### src/rtl/gsp_pkg.sv
package gsp_pkg;

   typedef logic [1:0] ctr_t;

   localparam ctr_t CTR_INIT = 2'd1;
   localparam ctr_t CTR_MAX  = 2'd3;
   localparam ctr_t CTR_MIN  = 2'd0;

   // one saturating step toward the observed outcome
   function automatic ctr_t ctr_step(input ctr_t cur, input logic taken);
      ctr_t nxt;
      if (taken) nxt = (cur == CTR_MAX) ? CTR_MAX : cur + 2'd1;
      else       nxt = (cur == CTR_MIN) ? CTR_MIN : cur - 2'd1;
      return nxt;
   endfunction

endpackage

### src/rtl/gsp_history.sv
module gsp_history #(
   parameter int HIST_W = 8
) (
   input  logic              clk,
   input  logic              rst_n,
   input  logic              shift_en,
   input  logic              shift_in,
   output logic [HIST_W-1:0] hist_o
);

   logic [HIST_W-1:0] hist_q;

   generate
      if (HIST_W == 1) begin : g_one
         always_ff @(posedge clk) begin
            if (!rst_n)        hist_q <= '0;
            else if (shift_en) hist_q <= shift_in;
         end
      end else begin : g_wide
         always_ff @(posedge clk) begin
            if (!rst_n)        hist_q <= '0;
            else if (shift_en) hist_q <= {hist_q[HIST_W-2:0], shift_in};
         end
      end
   endgenerate

   assign hist_o = hist_q;


   hist_shift_chk: assert property (@(posedge clk) disable iff (!rst_n)
      shift_en |=> hist_q[0] == $past(shift_in));


   hist_hold_chk: assert property (@(posedge clk) disable iff (!rst_n)
      !shift_en |=> $stable(hist_q));

endmodule

### src/rtl/gsp_hash.sv
module gsp_hash #(
   parameter int PC_W   = 32,
   parameter int PC_LSB = 2,
   parameter int HIST_W = 8
) (
   input  logic [PC_W-1:0]   pc,
   input  logic [HIST_W-1:0] hist,
   output logic [HIST_W-1:0] idx
);

   logic [PC_W-1:0] unused_pc_all;
   assign unused_pc_all = pc;

   generate
      for (genvar b = 0; b < HIST_W; b++) begin : g_bit
         assign idx[b] = pc[PC_LSB+b] ^ hist[b];
      end
   endgenerate

endmodule

### src/rtl/gsp_pht.sv
module gsp_pht
   import gsp_pkg::*;
#(
   parameter int IDX_W = 8
) (
   input  logic             clk,
   input  logic             rst_n,
   input  logic [IDX_W-1:0] rd_idx,
   output logic             rd_taken,
   input  logic             wr_en,
   input  logic [IDX_W-1:0] wr_idx,
   input  logic             wr_taken
);

   localparam int DEPTH = 1 << IDX_W;

   ctr_t ctr_all [DEPTH];

   generate
      for (genvar e = 0; e < DEPTH; e++) begin : g_ent
         ctr_t c_q;
         always_ff @(posedge clk) begin
            if (!rst_n)
               c_q <= CTR_INIT;
            else if (wr_en && (wr_idx == IDX_W'(e)))
               c_q <= ctr_step(c_q, wr_taken);
         end
         assign ctr_all[e] = c_q;
      end
   endgenerate

   assign rd_taken = ctr_all[rd_idx][1];


   sat_hi_chk: assert property (@(posedge clk) disable iff (!rst_n)
      (wr_en && wr_taken && ctr_all[wr_idx] == CTR_MAX) |=> ctr_all[$past(wr_idx)] == CTR_MAX);


   sat_lo_chk: assert property (@(posedge clk) disable iff (!rst_n)
      (wr_en && !wr_taken && ctr_all[wr_idx] == CTR_MIN) |=> ctr_all[$past(wr_idx)] == CTR_MIN);


   tbl_hold_chk: assert property (@(posedge clk) disable iff (!rst_n)
      !wr_en |=> ctr_all[$past(rd_idx)] == $past(ctr_all[rd_idx]));

endmodule

### src/rtl/gsp_predictor.sv
module gsp_predictor #(
   parameter int PC_W   = 32,
   parameter int PC_LSB = 2,
   parameter int HIST_W = 8
) (
   input  logic              clk,
   input  logic              rst_n,
   input  logic [PC_W-1:0]   fetch_pc,
   output logic              pred_taken,
   output logic [HIST_W-1:0] pred_idx,
   input  logic              upd_valid,
   input  logic [HIST_W-1:0] upd_idx,
   input  logic              upd_taken
);

   generate
      if (HIST_W < 1 || HIST_W > 12) begin : g_bad_hist
         $error("HIST_W must lie in 1..12");
      end
      if (PC_LSB + HIST_W > PC_W) begin : g_bad_slice
         $error("PC slice exceeds PC_W");
      end
   endgenerate

   logic [HIST_W-1:0] hist;

   gsp_history #(.HIST_W(HIST_W)) i_hist (
      .clk      (clk),
      .rst_n    (rst_n),
      .shift_en (upd_valid),
      .shift_in (upd_taken),
      .hist_o   (hist)
   );

   gsp_hash #(.PC_W(PC_W), .PC_LSB(PC_LSB), .HIST_W(HIST_W)) i_hash (
      .pc   (fetch_pc),
      .hist (hist),
      .idx  (pred_idx)
   );

   gsp_pht #(.IDX_W(HIST_W)) i_pht (
      .clk      (clk),
      .rst_n    (rst_n),
      .rd_idx   (pred_idx),
      .rd_taken (pred_taken),
      .wr_en    (upd_valid),
      .wr_idx   (upd_idx),
      .wr_taken (upd_taken)
   );


   idx_hash_chk: assert property (@(posedge clk) disable iff (!rst_n)
      (pred_idx ^ hist) == fetch_pc[PC_LSB+HIST_W-1:PC_LSB]);

endmodule

### config.mk
export PLATFORM = sky130hd
export DESIGN_NAME = gsp_predictor
export DESIGN_NICKNAME = d
export VERILOG_FILES = /design/src/rtl/gsp_pkg.sv /design/src/rtl/gsp_history.sv /design/src/rtl/gsp_hash.sv /design/src/rtl/gsp_pht.sv /design/src/rtl/gsp_predictor.sv
export SDC_FILE = /design/constraint.sdc
export NUM_CORES = 2
export LEC_CHECK = 0
export ABC_AREA = 1
export BUFFER_PORTS_ARGS = -buffer_cell sky130_fd_sc_hd__buf_2
export CAP_MARGIN = 20
export CORE_MARGIN = 4
export CORE_UTILIZATION = 50
export DETAILED_ROUTE_END_ITERATION = 8
export GPL_TIMING_DRIVEN = 0
export PLACE_DENSITY = 0.73
export SETUP_SLACK_MARGIN = 0.15
export SLEW_MARGIN = 5
export SYNTH_ARGS = -nofsm -noshare
export SYNTH_HDL_FRONTEND = slang
export SYNTH_SLANG_ARGS = --single-unit
### constraint.sdc
create_clock -name clk -period 2.15 [get_ports clk]
set_input_delay 0.43 -clock clk [delete_from_list [all_inputs] [get_ports clk]]
set_output_delay 0.43 -clock clk [all_outputs]
set_load 0.01 [all_outputs]
# [Yosys cells after proc, flatten, opt, wreduce, memory -nomap -nowiden]
# Index checks and enable logic that the tools add are counted.
[word_totals] output_inout_bits=9 ff_bits=520 in_bits=44 wordCells=2574
[classes] addsub=512 n_lt_le_gt_ge=1 bitwise_logic=9 eq_ne=511 reduce_logical=513 mux=771
[ops] op="two-way mux 2 bit" n=770
[ops] op="equality test 8 bit (second input constant)" n=128
[ops] op="adder 2 x 1 -> 2 bit (second input constant)" n=256
[ops] op="equality test 2 bit (second input constant)" n=256
[ops] op="equality test 8 x 7 -> 1 bit (second input constant)" n=64
[ops] op="zero test 2 bit" n=256
[ops] op="subtractor 2 x 1 -> 2 bit (second input constant)" n=256
[ops] op="equality test 8 x 6 -> 1 bit (second input constant)" n=32
[ops] op="logical AND 1 bit" n=256
[ops] op="equality test 8 x 5 -> 1 bit (second input constant)" n=16
[ops] op="equality test 8 x 4 -> 1 bit (second input constant)" n=8
[ops] op="equality test 8 x 3 -> 1 bit (second input constant)" n=4
[ops] op="binary-select mux 2 bit (select 8 bit)" n=1
[ops] op="equality test 8 x 2 -> 1 bit (second input constant)" n=2
[ops] op="greater-or-equal comparator 9 bit (second input constant)" n=1
[ops] op="inverter 8 -> 9 bit" n=1
[ops] op="equality test 8 x 1 -> 1 bit (second input constant)" n=1
[ops] op="zero test 8 bit" n=1
[ops] op="bitwise XOR 1 bit" n=8

# [Longest topological paths before layout]
[logic_depth] depth_word=5 depth_mapped=14 mapped_depth_nobuf=13

# [By module]
# Synthesis repeated with hierarchy kept, for this count alone.
[hier_totals] cells_unflattened=3925 area_unflattened_um2=28364.7
[modules_own_cells] mod="gsp_pht" cells_per_inst=3834 area_each_um2=27858.0 n_inst=1
[modules_own_cells] mod="gsp_history" cells_per_inst=51 area_each_um2=356.6 n_inst=1
[modules_own_cells] mod="gsp_hash" cells_per_inst=40 area_each_um2=150.1 n_inst=1

# [Least setup slack after synthesis]
# OpenSTA, ideal clock, no wires.
[synth_timing] path_kind="input port to output port" from="input port fetch_pc[2]" to="output port pred_taken" path_buffers=2 path_slack_ps=-50 cell_stages=14 t_arrival_ps=1770 path_cell_list="inv_1 -> nand2_1 -> nand2_1 -> buf_2 -> clkbuf_1 -> nand2_1 -> nand3_1 -> nand3_1 -> nand3_1 -> nand3_1 -> nand3_1 -> nand3_1 -> nand3_1 -> nand2_1"
[synth_via] elab_chain_len=5
[synth_rtl] element="start: declaration" line_no="gsp_predictor.sv:8" text="input logic [PC_W-1:0] fetch_pc,"
[synth_rtl] element="bitwise XOR 1 bit" line_no="gsp_hash.sv:16" text="assign idx[b] = pc[PC_LSB+b] ^ hist[b];"
[synth_rtl] element="net pred_idx[0]" line_no="gsp_predictor.sv:10" text="output logic [HIST_W-1:0] pred_idx,"
[synth_rtl] element="inverter 8 -> 9 bit (implied by the code)" line_no="gsp_pht.sv:32" text="assign rd_taken = ctr_all[rd_idx][1];"
[synth_rtl] element="binary-select mux 2 bit (select 8 bit)" line_no="gsp_pht.sv:32"
[synth_rtl] element="two-way mux 2 bit (implied by the code) (2 in series)" line_no="gsp_pht.sv:32"
[synth_rtl] element="end: declaration" line_no="gsp_predictor.sv:9" text="output logic pred_taken,"
# The timed path passes the listed nets, and every way through them passes these cells. The select of a mux whose other input is x is not followed.

# [Final worst setup path]
[layout_timing] from="register i_hist.hist_q[0], in the netlist i_hist.hist_o[0]" to="output port pred_taken"
[layout_via] elab_chain_len=5
[layout_rtl] element="start: declaration" line_no="gsp_history.sv:11" text="logic [HIST_W-1:0] hist_q;"
[layout_rtl] element="start signal: assignment" line_no="gsp_history.sv:22" text="else if (shift_en) hist_q <= {hist_q[HIST_W-2:0], shift_in};"
[layout_rtl] element="bitwise XOR 1 bit" line_no="gsp_hash.sv:16"
[layout_rtl] element="inverter 8 -> 9 bit (implied by the code)" line_no="gsp_pht.sv:32"
[layout_rtl] element="binary-select mux 2 bit (select 8 bit)" line_no="gsp_pht.sv:32"
[layout_rtl] element="two-way mux 2 bit (implied by the code) (2 in series)" line_no="gsp_pht.sv:32"
# Every way passes these cells. The select of a mux whose other input is x is not followed.

==> run summary <==
Routing
- 5742 — initial DRC count
- 127.8 mm — Post-Route WL
- 26.57 um — per-cell routed wire length
- 7 — Initial DRT Pass Iterations
- 6.525 — Avg Vias per Cell
- 0 — DRC violation count after routing
- 31377 — number of vias after detailed routing
- 0 — number of nets with antenna violations after routing

Yosys
- 3964 — post-synth net total
- 26920 sq um — Cell Area, Synth
- 520 — register bit total from synthesis
- 0.3867 — portion of synthesized cell area occupied by the leading cell type
- dfxtp_1, nand2_1, o21ai_0 — Synth area leaders
- 0 — number of warnings printed during yosys synthesis
- 3920 — gate count after technology mapping
- 6.868 sq um — average footprint of a synthesized cell
- 0.3867 — portion of the post-synthesis area used by sequential elements
- 28 — Distinct cells, synth
- dfxtp_1 — post-synthesis cell type with the largest combined area

Floorplan
- 0.5082 — initial cell density of the core
- 57620 sq um — die area
- 240.0 um — die span in y
- 53 — number of ports placed on the die boundary
- 52970 sq um — Floorplan Core Area
- 84 — num rows
- 240.0 um — Die Wd

Outcome
- finished with violations — result of the run
- setup timing — violations in the final reports

STA
- 0.02898 ns — Clock Skews
- 1.239 ns — transition time at the pin with the least slew margin
- 4 — final setup violating endpoints
- 1.455 — final worst path period share
- 0 — hold violation total from the final report
- -0.9791 ns — final worst-path setup slack
- yes — unrepaired setup endpoints after global routing
- 319.6 MHz — maximum clock frequency
- 0.1743 — worst-case headroom to the max-slew limit
- 3.129 ns — fin crit period
- 0 — number of pins exceeding their max-slew limit in the final report

Power
- 0.7437 mV — Peak supply drop
- 0.148 — logic gate share of total power
- 0.436 — clock network fraction of design power
- 0.2912 — Net Sw Frac
- 719.7 nW/um^2 — pwr/cell area
- 0.415 — Sequential Power Share
- 6.798 mW — net switching power of the design
- 12.56 nW — leakage
- 16.55 mW — Int Pwr

GRT
- 0.4156 — GRT Overall Usage
- 3 — initial antenna violation count
- 27099 — number of global-route vias before repair
- 177.2 mm — wire length of the first global-routing pass
- 0 — total overflow reported by the global router
- 15 — pin count of the biggest net entering global routing

Placement
- -1.076 ns — pre-CTS setup slack
- 4638 — number of instances in the placed design
- 1.084 — Routability Congestion
- 28210 sq um — cell area reported after detailed placement
- 86.99 mm — sum of net half-perimeters after detailed placement
- 27 — number of buffer cells added on primary ports

Setup path
- 7 — worst-path maximum fanout
- simple AND/OR/NAND/NOR gates — CP delay by family, top
- primary output — sort of element at the end of the critical path
- flop — sort of element at the start of the critical path
- inv_4 > nand2_4 > nand2_8 > buf_12 > clkbuf_16 > nand2_1 > nand3_1 > nand3_2 > nand3_2 > nand3_2 > nand3_2 > nand3_1 > nand3_2 > nand2_4 > buf_6 — chain of cells forming the critical path
- 1.72 ns — data required time of the critical path
- 4 — CP Buf/Inv Count
- reg -> out — Worst Setup Path Type
- nand3_2 — CP dominant cell by count
- 0.38 ns — peak per-stage delay on the critical path
- dfxtp_4 — highest-delay cell along the critical path
- 2.70 ns — data arrival time of the critical path

Clock network
- 2 — total number of H-tree levels
- 57 — total clock buffers created by CTS
- 0.65 ns — insertion delay to the later sink of the worst-skew pair
- 3 — maximum clock path buffer count
- clkbuf_16 — root buffer cell
- 0.06 ns — register clock-pin slew on the reported worst setup and hold paths
- 520 — number of sinks on the clock net
- done — TritonCTS clock tree

Hold path
- in -> reg — worst min path class

Finish
- 32440 sq um — post-route design area
- 4121 — Nets
- 20.49% — synthesis-to-layout area growth
- 4809 — non-filler cells in the finished layout
- 0.1195 — layout cell share with drive strength beyond 1

Run
- 0 — max-capacitance violation count

==> layer usage <==
metal / GRT usage / vias up / wire length, um
met4: 0.2828 / 4 / 11850
li1: - / 13721 / -
met2: 0.5870 / 2614 / 49680
met1: 0.5393 / 14395 / 45950
met5: 0 / - / 91
met3: 0.1336 / 643 / 20190
==> Yosys cell counts <==
library cell  count
nand2_1         651
dfxtp_1         520
inv_1           456
o21ai_0         431
nand3_1         379
a21oi_1         378
nor2_1          330
o211ai_1        223
clkbuf_1        162
maj3_1           92
a211oi_1         77
a221oi_1         58
nor3_1           47
buf_2            42
a31oi_1          21
buf_1            19
nor2_2            9
clkinv_1          6
inv_2             5
xnor2_1           5
xnor2_2           2
a21boi_0          1
a311oi_1          1
nand3b_1          1
nor2_4            1
nor3_2            1
nor4_1            1
xor2_1            1
==> metrics by stage <==
stage | setup TNS, ns | util | hold slack, ns | total power [mW]
2_1_floorplan | 0 | - | 0.4476 | 11.19
3_3_place_gp | -300.47 | 0.5318 | 0.4644 | 12.35
3_5_place_dp | -277.83 | 0.5325 | 0.4684 | 12.34
4_1_cts | -0.9369 | 0.5904 | 0.3738 | 22.65
5_1_grt | -1.162 | 0.6122 | 0.4630 | 23.61
6_report | -1.151 | 0.6123 | 0.4307 | 23.34
==> flip-flops by register name (all words and copies together), names as in the netlist <==
register / count
i_pht.g_ent.c_q: 512
i_hist.hist_o: 8
==> power by group through the flow <==
stage / Clock [mW] / Combinational (mW) / Sequential, mW
after floorplan: 0 / 1.29 / 9.90
after global placement: 0 / 2.44 / 9.91
after detailed placement: 0 / 2.44 / 9.91
after CTS: 10.1 / 2.85 / 9.70
after global routing: 10.5 / 3.40 / 9.70
final: 10.2 / 3.46 / 9.70
==> final timing paths <==
path	start	endpoint	slack [ns]	cells past startpoint
max	i_hist.hist_o[0]	pred_taken	-0.98	15
min	upd_idx[0]	i_pht.g_ent[153].c_q[0]	0.43	6
max reg2reg	i_pht.g_ent[84].c_q[1]	i_pht.g_ent[84].c_q[0]	1.01	3
min reg2reg	i_pht.g_ent[152].c_q[0]	i_pht.g_ent[152].c_q[0]	0.48	2
==> layout by cell type (no fill, tap or decap), types with 92 or more instances in the layout <==
cell type    n
maj3_1      92
a21oi_1    378
nand3_2     97
o21ai_0    429
inv_1      448
dfxtp_1    514
o211ai_1   223
clkbuf_1   125
nand2_1    609
nand3_1    278
nor2_1     309
==> area by class of cell <==
cell class | count | area (sq um)
fill | 4843 | 20530
clock inverter | 8 | 122.6
inverter | 467 | 1789
sequential | 520 | 10430
multi-input combinational | 2710 | 14920
antenna | 3 | 7.507
clock buffer | 92 | 1760
timing repair buffer | 99 | 1042
buffer | 222 | 1510
tap | 688 | 860.8
==> logic make-up after synthesis <==
kind of cell,after synthesis,share of synthesized area
and+or+nand+nor,1420,0.2194
DFF,520,0.3867
adders and majority gates,92,0.03421
AOI/OAI and AO/OA,1190,0.2584
buffers and inverters,690,0.09816
xor gates and xnor gates,8,0.003160
==> timing repair <==
item,CTS,global route
setup endpoints to repair,295,257
hold buffers,0,0
setup buffers,21,34
pin swaps,24,53
cloned,5,9
gates resized for setup,214,184
==> worst reg2reg max path, cell delays in order, from the launching register on <==
cell and delay [ns]:
dfxtp_1 0.35, inv_1 0.18, maj3_1 0.37, o211ai_1 0.16
Note: power is estimated with default switching activity, not from simulation.
